===== src/rtl/prio_irq_pkg.sv =====
package prio_irq_pkg;
   localparam int unsigned WORD_SOFT_RST = 0;
   localparam int unsigned WORD_GEN_EN   = 1;
   localparam int unsigned WORD_VECTOR   = 2;
   localparam int unsigned WORD_EOI      = 3;
   localparam int unsigned WORD_UNMASK   = 4;   // 4 low half, 5 high half
   localparam int unsigned WORD_MASK     = 6;   // 6 low half, 7 high half
   localparam int unsigned WORD_SETUP    = 64;  // setup of source n at 64 + 2n
   localparam int unsigned SETUP_STRIDE  = 2;
   localparam int unsigned EDGE_BIT      = 8;
   localparam logic [7:0]  NO_SOURCE     = 8'hFF;
endpackage


===== src/rtl/prio_irq_slice.sv =====
module prio_irq_slice #(
   parameter int PRIO_W = 4
) (
   input  logic              clk,
   input  logic              rst_n,
   input  logic              soft_rst,
   input  logic              setup_we,
   input  logic              wd_edge,
   input  logic [PRIO_W-1:0] wd_prio,
   input  logic              mask_set,
   input  logic              mask_clr,
   input  logic              src_in,
   output logic              req,
   output logic              edge_mode,
   output logic              enabled,
   output logic [PRIO_W-1:0] prio
);
   logic src_q;
   logic latch_q;
   logic mode_next;
   logic rise;

   assign rise      = src_in & ~src_q;
   assign mode_next = setup_we ? wd_edge : edge_mode;

   always_ff @(posedge clk or negedge rst_n) begin
      if (!rst_n) src_q <= 1'b0;
      else        src_q <= src_in;
   end

   always_ff @(posedge clk or negedge rst_n) begin
      if (!rst_n) begin
         edge_mode <= 1'b0;
         prio      <= '0;
         latch_q   <= 1'b0;
         enabled   <= 1'b0;
      end else if (soft_rst) begin
         edge_mode <= 1'b0;
         prio      <= '0;
         latch_q   <= 1'b0;
         enabled   <= 1'b0;
      end else begin
         if (setup_we) begin
            edge_mode <= wd_edge;
            prio      <= wd_prio;
         end
         latch_q <= mode_next & (latch_q | rise);
         enabled <= (enabled | mask_set) & ~mask_clr;
      end
   end

   assign req = enabled & (edge_mode ? latch_q : src_q);

   assert_edge_sticky_R5: assert property (@(posedge clk) disable iff (!rst_n)
      (edge_mode && !setup_we && !soft_rst && src_in && !src_q) |=> latch_q);
   assert_latch_drop_R6: assert property (@(posedge clk) disable iff (!rst_n)
      (setup_we && !wd_edge) |=> !latch_q);
   assert_mask_clear_R2: assert property (@(posedge clk) disable iff (!rst_n)
      mask_clr |=> !enabled);
endmodule


===== src/rtl/prio_irq_arbiter.sv =====
module prio_irq_arbiter #(
   parameter int N      = 64,
   parameter int PRIO_W = 4,
   localparam int IDX_W = $clog2(N)
) (
   input  logic [N-1:0]        req,
   input  logic [N*PRIO_W-1:0] prio_flat,
   output logic                found,
   output logic [IDX_W-1:0]    best_idx,
   output logic [PRIO_W-1:0]   best_prio
);
   // Scan from the top index down; ">=" lets a lower index take a tie.
   always_comb begin
      found     = 1'b0;
      best_idx  = '0;
      best_prio = '0;
      for (int i = N - 1; i >= 0; i--) begin
         if (req[i] && (!found || prio_flat[i*PRIO_W +: PRIO_W] >= best_prio)) begin
            found     = 1'b1;
            best_idx  = IDX_W'(i);
            best_prio = prio_flat[i*PRIO_W +: PRIO_W];
         end
      end
   end
endmodule


===== src/rtl/prio_irq_ctrl.sv =====
module prio_irq_ctrl
   import prio_irq_pkg::*;
#(
   parameter int NUM_SRC = 64,
   parameter int PRIO_W  = 4,
   parameter int ADDR_W  = 8
) (
   input  logic               clk,
   input  logic               rst_n,
   input  logic               bus_sel,
   input  logic               bus_wr,
   input  logic [ADDR_W-1:0]  bus_addr,
   input  logic [31:0]        bus_wdata,
   output logic [31:0]        bus_rdata,
   input  logic [NUM_SRC-1:0] src_in,
   output logic               irq_out
);
   localparam int IDX_W  = $clog2(NUM_SRC);
   localparam int HALVES = NUM_SRC / 32;

   if (NUM_SRC != 32 && NUM_SRC != 64) begin : g_bad_num
      $error("NUM_SRC must be 32 or 64");
   end
   if (PRIO_W < 1 || PRIO_W > 8) begin : g_bad_prio
      $error("PRIO_W must lie in 1..8");
   end
   if (WORD_SETUP + SETUP_STRIDE * NUM_SRC > 2 ** ADDR_W) begin : g_bad_addr
      $error("ADDR_W too narrow for the setup words");
   end

   logic wr, rd, soft_rst, gen_en, in_svc;
   logic [PRIO_W-1:0] svc_prio;
   assign wr       = bus_sel & bus_wr;
   assign rd       = bus_sel & ~bus_wr;
   assign soft_rst = wr && (bus_addr == ADDR_W'(WORD_SOFT_RST)) && bus_wdata[0];

   // setup word decode
   logic [ADDR_W-1:0] setup_off;
   logic              setup_hit;
   logic [IDX_W-1:0]  setup_idx;
   assign setup_off = bus_addr - ADDR_W'(WORD_SETUP);
   assign setup_hit = (bus_addr >= ADDR_W'(WORD_SETUP)) && !setup_off[0]
                      && (int'(setup_off[ADDR_W-1:1]) < NUM_SRC);
   assign setup_idx = setup_off[IDX_W:1];

   logic [NUM_SRC-1:0]        req_vec, en_vec, edge_vec;
   logic [NUM_SRC*PRIO_W-1:0] prio_flat;

   for (genvar i = 0; i < NUM_SRC; i++) begin : g_src
      localparam int H = i / 32;
      localparam int B = i % 32;
      logic [PRIO_W-1:0] p;
      prio_irq_slice #(.PRIO_W(PRIO_W)) u_slice (
         .clk      (clk),
         .rst_n    (rst_n),
         .soft_rst (soft_rst),
         .setup_we (wr && setup_hit && (setup_idx == IDX_W'(i))),
         .wd_edge  (bus_wdata[EDGE_BIT]),
         .wd_prio  (bus_wdata[PRIO_W-1:0]),
         .mask_set (wr && (bus_addr == ADDR_W'(WORD_UNMASK + H)) && bus_wdata[B]),
         .mask_clr (wr && (bus_addr == ADDR_W'(WORD_MASK + H)) && bus_wdata[B]),
         .src_in   (src_in[i]),
         .req      (req_vec[i]),
         .edge_mode(edge_vec[i]),
         .enabled  (en_vec[i]),
         .prio     (p)
      );
      assign prio_flat[i*PRIO_W +: PRIO_W] = p;
   end

   logic              best_valid;
   logic [IDX_W-1:0]  best_idx;
   logic [PRIO_W-1:0] best_prio;
   prio_irq_arbiter #(.N(NUM_SRC), .PRIO_W(PRIO_W)) u_arb (
      .req      (req_vec),
      .prio_flat(prio_flat),
      .found    (best_valid),
      .best_idx (best_idx),
      .best_prio(best_prio)
   );

   logic [7:0] vec_code;
   logic       eligible;
   assign vec_code = best_valid ? 8'(best_idx) : NO_SOURCE;
   assign eligible = best_valid && (!in_svc || best_prio > svc_prio);
   assign irq_out  = gen_en && eligible;

   always_ff @(posedge clk or negedge rst_n) begin
      if (!rst_n) begin
         gen_en   <= 1'b0;
         in_svc   <= 1'b0;
         svc_prio <= '0;
      end else if (soft_rst) begin
         gen_en   <= 1'b0;
         in_svc   <= 1'b0;
         svc_prio <= '0;
      end else begin
         if (wr && bus_addr == ADDR_W'(WORD_GEN_EN)) gen_en <= bus_wdata[0];
         if (wr && bus_addr == ADDR_W'(WORD_EOI)) begin
            in_svc <= 1'b0;
         end else if (rd && bus_addr == ADDR_W'(WORD_VECTOR) && eligible) begin
            in_svc   <= 1'b1;
            svc_prio <= best_prio;
         end
      end
   end

   always_comb begin
      bus_rdata = '0;
      if (bus_addr == ADDR_W'(WORD_GEN_EN)) bus_rdata[0] = gen_en;
      if (bus_addr == ADDR_W'(WORD_VECTOR)) bus_rdata[7:0] = vec_code;
      for (int h = 0; h < HALVES; h++) begin
         if (bus_addr == ADDR_W'(WORD_UNMASK + h) || bus_addr == ADDR_W'(WORD_MASK + h))
            bus_rdata = en_vec[h*32 +: 32];
      end
      if (setup_hit) begin
         bus_rdata[EDGE_BIT]     = edge_vec[setup_idx];
         bus_rdata[PRIO_W-1:0]   = prio_flat[setup_idx*PRIO_W +: PRIO_W];
      end
   end

   assert_winner_pending_R7: assert property (@(posedge clk) disable iff (!rst_n)
      best_valid |-> req_vec[best_idx]);
   assert_vector_read_enters_R9: assert property (@(posedge clk) disable iff (!rst_n)
      (rd && bus_addr == ADDR_W'(WORD_VECTOR) && irq_out) |=> in_svc);
   assert_eoi_ends_R10: assert property (@(posedge clk) disable iff (!rst_n)
      (wr && bus_addr == ADDR_W'(WORD_EOI)) |=> !in_svc);
   assert_soft_reset_R11: assert property (@(posedge clk) disable iff (!rst_n)
      soft_rst |=> (!gen_en && !irq_out && en_vec == '0));
endmodule


===== config.mk =====
export PLATFORM = sky130hd
export DESIGN_NAME = prio_irq_ctrl
export DESIGN_NICKNAME = d
export VERILOG_FILES = /design/src/rtl/prio_irq_pkg.sv /design/src/rtl/prio_irq_slice.sv /design/src/rtl/prio_irq_arbiter.sv /design/src/rtl/prio_irq_ctrl.sv
export SDC_FILE = /design/constraint.sdc
export NUM_CORES = 2
export LEC_CHECK = 0
export ABC_AREA = 1
export ABC_CLOCK_PERIOD_IN_PS = 175700
export BUFFER_PORTS_ARGS = -buffer_cell sky130_fd_sc_hd__buf_2
export CAP_MARGIN = 15
export CORE_ASPECT_RATIO = 0.9
export CORE_MARGIN = 4
export CORE_UTILIZATION = 40
export CTS_CLUSTER_DIAMETER = 30
export DETAILED_ROUTE_END_ITERATION = 8
export PLACE_DENSITY = 0.62
export SETUP_SLACK_MARGIN = 0.2
export SLEW_MARGIN = 10
export SYNTH_ARGS = -nofsm -noshare
export SYNTH_HDL_FRONTEND = slang
export SYNTH_HIERARCHICAL = 1
export SYNTH_SLANG_ARGS = --single-unit
export TNS_END_PERCENT = 30

===== constraint.sdc =====
create_clock -name clk -period 175.7 [get_ports clk]
set_input_delay 8.785 -clock clk [delete_from_list [all_inputs] [get_ports clk]]
set_output_delay 8.785 -clock clk [all_outputs]
set_load 0.05 [all_outputs]

### After elaboration in Yosys (flattened, before gate mapping)

Cells that the tools add are included.

| storage, ports and cells | value |
|---|---|
| bits of input ports | 108 |
| logic and storage cells | 2106 |
| flip-flop bits (word level) | 518 |

| operators by class | value |
|---|---|
| shift-type cells | 1 |
| reductions and logical operators | 471 |
| muxes and demuxes | 657 |
| bitwise gates (word level) | 515 |
| $lt $le $gt $ge | 67 |
| eq/ne operators | 71 |
| $add $sub $neg | 1 |

Operators by type and width:

| kind | count |
|---|---|
| 4-bit 2-to-1 mux | 196 |
| 1-bit 2-to-1 mux | 392 |
| 6-bit 2-to-1 mux | 64 |
| 1-bit logical AND | 270 |
| 1-bit bitwise AND | 258 |
| 256-bit by 9-bit indexed part select with 4-bit output | 1 |
| 4-bit >= comparator | 63 |
| 6-bit == test (second input constant) | 32 |
| 2-bit nonzero test | 66 |
| 1-bit inverter | 129 |
| 1-bit OR | 128 |
| 6-bit by 5-bit == test with 1-bit output (second input constant) | 16 |
| 1-bit logical OR | 66 |
| 1-bit logical NOT | 65 |
| 32-bit 2-to-1 mux | 2 |
| 6-bit by 4-bit == test with 1-bit output (second input constant) | 8 |
| 8-bit by 3-bit == test with 1-bit output (second input constant) | 4 |
| 6-bit by 3-bit == test with 1-bit output (second input constant) | 4 |
| 8-bit by 2-bit == test with 1-bit output (second input constant) | 2 |
| 8-bit 2-to-1 mux | 2 |
| 6-bit by 2-bit == test with 1-bit output (second input constant) | 2 |
| 8-bit by 1-bit == test with 1-bit output (second input constant) | 1 |
| 8-bit by 7-bit >= comparator with 1-bit output (second input constant) | 1 |
| 8-bit logical NOT | 1 |
| other kinds (10) | 10 |

### Logic depth before layout (Yosys ltp)

| logic depth | value |
|---|---|
| depth after elaboration | 262 |
| mapped depth | 712 |

### Cells and area by module

The synthesis kept the hierarchy.

By module, submodules not included:

| module | cells each | seq. area each (µm²) | instances | area each (µm²) |
|---|---|---|---|---|
| prio_irq_slice | 37 | 200.2 | 64 | 326.6 |
| prio_irq_arbiter | 1927 | 0.0 | 1 | 10749.1 |
| prio_irq_ctrl | 1291 | 150.1 | 1 | 5455.2 |

### Least setup slack after synthesis

Ideal clock, no wire load.

| timing | value |
|---|---|
| kind | flip-flop to output port |
| from | register g_src[63].u_slice.edge_mode |
| to | output port irq_out |
| path slack | 98417 ps |
| data arrival time | 68498 ps |
| cell stages (with the launch flop) | 646 |
| cells stage by stage | dfrtp_1 > inv_1 > nor2_1 > nor2_1 > buf_6 > nand2_1 > ha_1 > nand2_1 > inv_2 > nand2_1 > nand4_1 > nand2_1 > o21ai_0 > ha_1 > inv_1 > nor2_1 > o21ai_0 > nand4_1 > [610 not listed] > and2_1 > ha_1 > inv_1 > a21boi_0 > o21ai_0 > nand2_1 > a21oi_1 > a21oi_4 > inv_1 > nand3_1 > nand2_1 > ha_1 > nand2_1 > o21ai_0 > o21ai_0 > nand2_1 > nand2_1 > nor2_1 |

| on the way | value |
|---|---|
| word-level cells in the longest chain between the ends | 259 |

Ends and longest elaborated chain:

| element | RTL line | RTL |
|---|---|---|
| start: declaration | prio_irq_slice.sv:14 | `output logic edge_mode,` |
| start signal: assignment | prio_irq_slice.sv:44 | `edge_mode <= wd_edge;` |
| 1-bit 2-to-1 mux * | prio_irq_slice.sv:52 | `assign req = enabled & (edge_mode ? latch_q : src_q);` |
| 1-bit bitwise AND * | prio_irq_slice.sv:52 |  |
| named net req_vec[63] | prio_irq_ctrl.sv:46 | `logic [NUM_SRC-1:0] req_vec, en_vec, edge_vec;` |
| 4-bit 2-to-1 mux / 1-bit 2-to-1 mux (equally long branches) | prio_irq_arbiter.sv:18 | `if (req[i] && (!found \|\| prio_flat[i*PRIO_W +: PRIO_W] >= best_prio)) begin` |
| 4-bit >= comparator / 1-bit logical NOT (equally long branches) | prio_irq_arbiter.sv:18 |  |
| 1-bit logical OR | prio_irq_arbiter.sv:18 |  |
| 1-bit logical AND | prio_irq_arbiter.sv:18 |  |
| 4-bit 2-to-1 mux / 1-bit 2-to-1 mux (equally long branches) | prio_irq_arbiter.sv:18 |  |
| [245 not listed] | -- |  |
| 1-bit logical OR | prio_irq_arbiter.sv:18 |  |
| 1-bit logical AND | prio_irq_arbiter.sv:18 |  |
| 4-bit 2-to-1 mux * | prio_irq_arbiter.sv:18 |  |
| named net best_prio[3] | prio_irq_ctrl.sv:73 | `logic [PRIO_W-1:0] best_prio;` |
| 4-bit > comparator * | prio_irq_ctrl.sv:85 | `assign eligible = best_valid && (!in_svc \|\| best_prio > svc_prio);` |
| 1-bit logical OR * | prio_irq_ctrl.sv:85 |  |
| 1-bit logical AND * | prio_irq_ctrl.sv:85 |  |
| 1-bit logical AND * | prio_irq_ctrl.sv:86 | `assign irq_out = gen_en && eligible;` |
| end: declaration | prio_irq_ctrl.sv:16 | `output logic irq_out` |

Mark *: on every way through the listed nets, which the timed path passes. The rest lies on a longest branch.

### Worst setup path after layout

| timing | value |
|---|---|
| from | register g_src[63].u_slice.enabled |
| to | output port irq_out |

| on the way | value |
|---|---|
| word-level cells in the longest chain between the ends | 258 |

Ends and longest elaborated chain:

| element | RTL line | RTL |
|---|---|---|
| start: declaration | prio_irq_slice.sv:15 | `output logic enabled,` |
| start signal: assignment | prio_irq_slice.sv:48 | `enabled <= (enabled \| mask_set) & ~mask_clr;` |
| 1-bit bitwise AND * | prio_irq_slice.sv:52 |  |
| named net req_vec[63] | prio_irq_ctrl.sv:46 |  |
| 4-bit 2-to-1 mux / 1-bit 2-to-1 mux (equally long branches) | prio_irq_arbiter.sv:18 |  |
| 4-bit >= comparator / 1-bit logical NOT (equally long branches) | prio_irq_arbiter.sv:18 |  |
| 1-bit logical OR | prio_irq_arbiter.sv:18 |  |
| 1-bit logical AND | prio_irq_arbiter.sv:18 |  |
| 4-bit 2-to-1 mux / 1-bit 2-to-1 mux (equally long branches) | prio_irq_arbiter.sv:18 |  |
| 4-bit >= comparator / 1-bit logical NOT (equally long branches) | prio_irq_arbiter.sv:18 |  |
| [244 not listed] | -- |  |
| 1-bit logical OR | prio_irq_arbiter.sv:18 |  |
| 1-bit logical AND | prio_irq_arbiter.sv:18 |  |
| 4-bit 2-to-1 mux * | prio_irq_arbiter.sv:18 |  |
| named net best_prio[1] | prio_irq_ctrl.sv:73 |  |
| 4-bit > comparator * | prio_irq_ctrl.sv:85 |  |
| 1-bit logical OR * | prio_irq_ctrl.sv:85 |  |
| 1-bit logical AND * | prio_irq_ctrl.sv:85 |  |
| 1-bit logical AND * | prio_irq_ctrl.sv:86 |  |

Marks and branches as above.

==> key figures <==
Setup path
  • Crit Path Max Fanout: 13
  • RR Endpoint: svc_prio[2]
  • Startpoint Class: flop
  • Critical R2R Launch: g_src[63].u_slice/enabled
  • Worst EP required: 166.92 ns
  • Critical path data arrival time: around 80 ns
  • Worst r2r path cells: 625
  • CP max stage cell: nor2_1
  • Slowest stage delay, CP: 0.45 ns
  • Critical Path Sink Type: output port
  • Crit Path Category: flop to output port
  • Crit path from: g_src[63].u_slice/enabled
  • Most used cell, CP: o21ai_0
  • R2R Setup Slk: 95.86 ns

Place
  • Post-Place Cells: 6894
  • RePlAce Congestion: around 0.98
  • DP Wirelength: 93150 um
  • Port bufs: 140
  • Area post-placement: ~39000 um^2

Synthesis
  • Most frequent cells after synthesis: nand2_1, inv_1, nor2_1
  • Syn_nets: 5896
  • Synthesis-stage register bit count: around 520
  • Async SR Flop Fraction: 100.0%
  • Largest cells by area after synthesis: dfrtp_1, nand2_1, inv_1
  • Top-area cell type share of the netlist area: 34.94%
  • Post-Syn Area: 37100 um^2
  • Yosys cell types: 53
  • Seq/Total Area, Yosys: 34.94%
  • Cells after synthesis: between 5000 and 6000
  • Most numerous cell in the Yosys netlist: nand2_1
  • Yosys top cell by area: dfrtp_1
  • Mean Syn Cell Area: ~6.6 um^2
  • Most used DFF post-synth: dfrtp_1
  • Synth warn: 6
  • Post-synth EDFFs: 0

Clock network
  • CTS sink count: 518
  • CTS Hold Bufs: 0
  • Clk buf depth: 3
  • Post_cts resized: 0
  • Worst skew pair latency: roughly 0.73 ns
  • Post-CTS Setup Bufs: 0
  • Worst-path clk slew: 0.05 ns
  • TritonCTS clock tree: yes
  • Total CTS buffers: 131
  • CTS H-Tree Depth: 4
  • Clk Tree Root Cell: clkbuf_16

Cells and area
  • Finished Layout Cells: 7138
  • Fin nets: 6107
  • Layout cells sized above 1: 14.73%
  • Fin area: between 40000 and 50000 um^2
  • Area of the multi-input gates: between 20000 and 25000 um^2
  • Storage element area: 12960 um^2
  • Filler Cell Count: slightly above 9000
  • Area Overhead vs Synth: 17.87%

Floorplanning
  • Die area: between 90000 and 100000 um^2
  • Initial Util: 40.52%
  • Vert. Die Dim: 296.9 um
  • Cell Rows: about 110
  • IO Count: 141
  • CORE AREA: 91570 um^2
  • Chip width: 329.0 um

Routing
  • Post-route ant nets: 0
  • Violation count after the first detailed-routing iteration: ~3500
  • DRC violations left: 0
  • WL/cell: 18.28 um
  • Routed WL: 130500 um
  • 1st-pass router iterations: 6
  • Via count: approximately 36000
  • Via/cell ratio: 5.093

Worst hold path
  • Hold Path End: g_src[49].u_slice/prio[0]
  • Min-delay src: g_src[49].u_slice/prio[0]
  • Hold Path Stages: 2
  • Hold Path Class: flop to flop

Pwr
  • Leakage power: around 24 nW
  • P_sw: 187.8 uW
  • Combinational share of power: 28.9%
  • Sw Ratio: 35.04%
  • Pint: 348.3 uW
  • Seq pwr share: 24.3%
  • Clock power share: between 40% and 50%
  • PD cells: between 10 and 15 nW/um^2
  • Peak supply drop: 0.007085 mV

STA
  • Maximum operating frequency: 11.23 MHz
  • Setup-failing EPs final: 0
  • Fin crit share: 50.69%
  • Relative slew margins: 21.40%
  • Setup_tns: 0 ns
  • Worst slew pin tran: around 1.2 ns
  • Minimum clock period: slightly below 90 ns
  • Hold_ws: a little under 0.5 ns
  • Clk_skew: 0.02165 ns
  • Unrepaired setup endpoints after global routing: no
  • Slew Viols, Final: 0
  • Final Hold Vio Count: 0

Run
  • Max cap viols: 0

GRT
  • Pin count of the biggest net entering global routing: approximately 100
  • Antenna violations before repair: 3
  • All-Layer GR Usage: about a quarter
  • Vias in the first global route: 34430
  • Grt ovf: 0
  • First-pass GRT wire length: 201000 um

Outcome
  • Status: finished, final reports clean
cell usage in the layout, fill, tap and decap left out, types with 5 or more instances in the layout:
master / instances
nand2_1: 1951
inv_1: 740
nor2_1: 525
dfrtp_1: 518
nand3_1: 427
o21ai_0: 393
ha_1: 202
buf_2: 138
clkbuf_16: 132
nand2_2: 116
a21oi_1: 97
inv_2: 96
nand3_2: 93
nor2_2: 81
nor3_1: 74
nand2_4: 51
buf_4: 39
clkinv_2: 27
a22o_1: 23
nand4_1: 21
clkbuf_1: 19
bufinv_16: 18
clkinvlp_4: 12
nor2_4: 11
clkbuf_8: 11
inv_6: 9
and2_1: 7
clkinv_8: 6
a21boi_0: 6
clkinv_4: 5
cell families after synthesis:
family,after synthesis,synth area share [%]
compound gates,550,7.975
fa+ha+maj,202,6.812
buf+inv,943,10.10
flops,518,34.94
simple gates,3373,40.18
worst max-delay path by stage:
stage / endpoint / slack [ns] / cells after the start
2_1_floorplan: irq_out / 98.42 / 645
3_3_place_gp: irq_out / 91.00 / 628
3_5_place_dp: bus_rdata[4] / 88.99 / 624
4_1_cts: irq_out / 87.91 / 628
5_1_grt: irq_out / 76.33 / 627
6_report: irq_out / 86.63 / 626
power by group through the flow:
| stage | Clock [mW] | Sequential [mW] | Combinational (mW) |
|---|---|---|---|
| 2_1_floorplan | 0 | 0.130 | 0.116 |
| 3_3_place_gp | 0 | 0.132 | 0.150 |
| 3_5_place_dp | 0 | 0.132 | 0.152 |
| 4_1_cts | 0.255 | 0.130 | 0.153 |
| 5_1_grt | 0.261 | 0.131 | 0.176 |
| 6_report | 0.251 | 0.130 | 0.155 |
flip-flops by register name, indices dropped and copies added (netlist names):
signal                   count
g_src.u_slice/prio         256
g_src.u_slice/edge_mode     64
g_src.u_slice/enabled       64
g_src.u_slice/latch_q       64
g_src.u_slice/src_q         64
svc_prio                     4
gen_en                       1
in_svc                       1
layout make-up:
type                       count  area share [%]
multi-input combinational   4125           46.76
sequential                   518           29.64
clock buffer                 162           8.062
inverter                     843           7.250
tap                         1230           3.519
clock inverter                79           2.472
timing repair buffer         178           2.283
antenna                        3         0.01717
per-stage QoR:
stage,power [mW],setup slack [ns],utilization [%]
2_1_floorplan,0.2461,98.42,-
3_3_place_gp,0.2818,91.00,42.72
3_5_place_dp,0.2835,88.99,42.72
4_1_cts,0.5376,87.91,47.75
5_1_grt,0.5680,76.33,47.76
6_report,0.5361,86.63,47.76
metal layers:
layer / up-vias / share of wire [%] / GRT usage [%]
met3: 217 / 7.6 / 4.875
met1: 16900 / 45 / 36.82
met2: 1279 / 44 / 41.09
met4: 0 / 3.3 / 8.974
li1: 17950 / - / -
met5: - / 0 / 0
critical path: cells and delay by family, from the launching register on:
kind	cells	cell delay, ns
AO/OA/AOI/OAI	188	28.29
adder cells (fa/ha/maj)	64	18.49
buffers and inverters	65	4.27
flip-flops	1	0.42
AND/OR/NAND/NOR	309	27.86
Power figures use the tool's default switching activity.
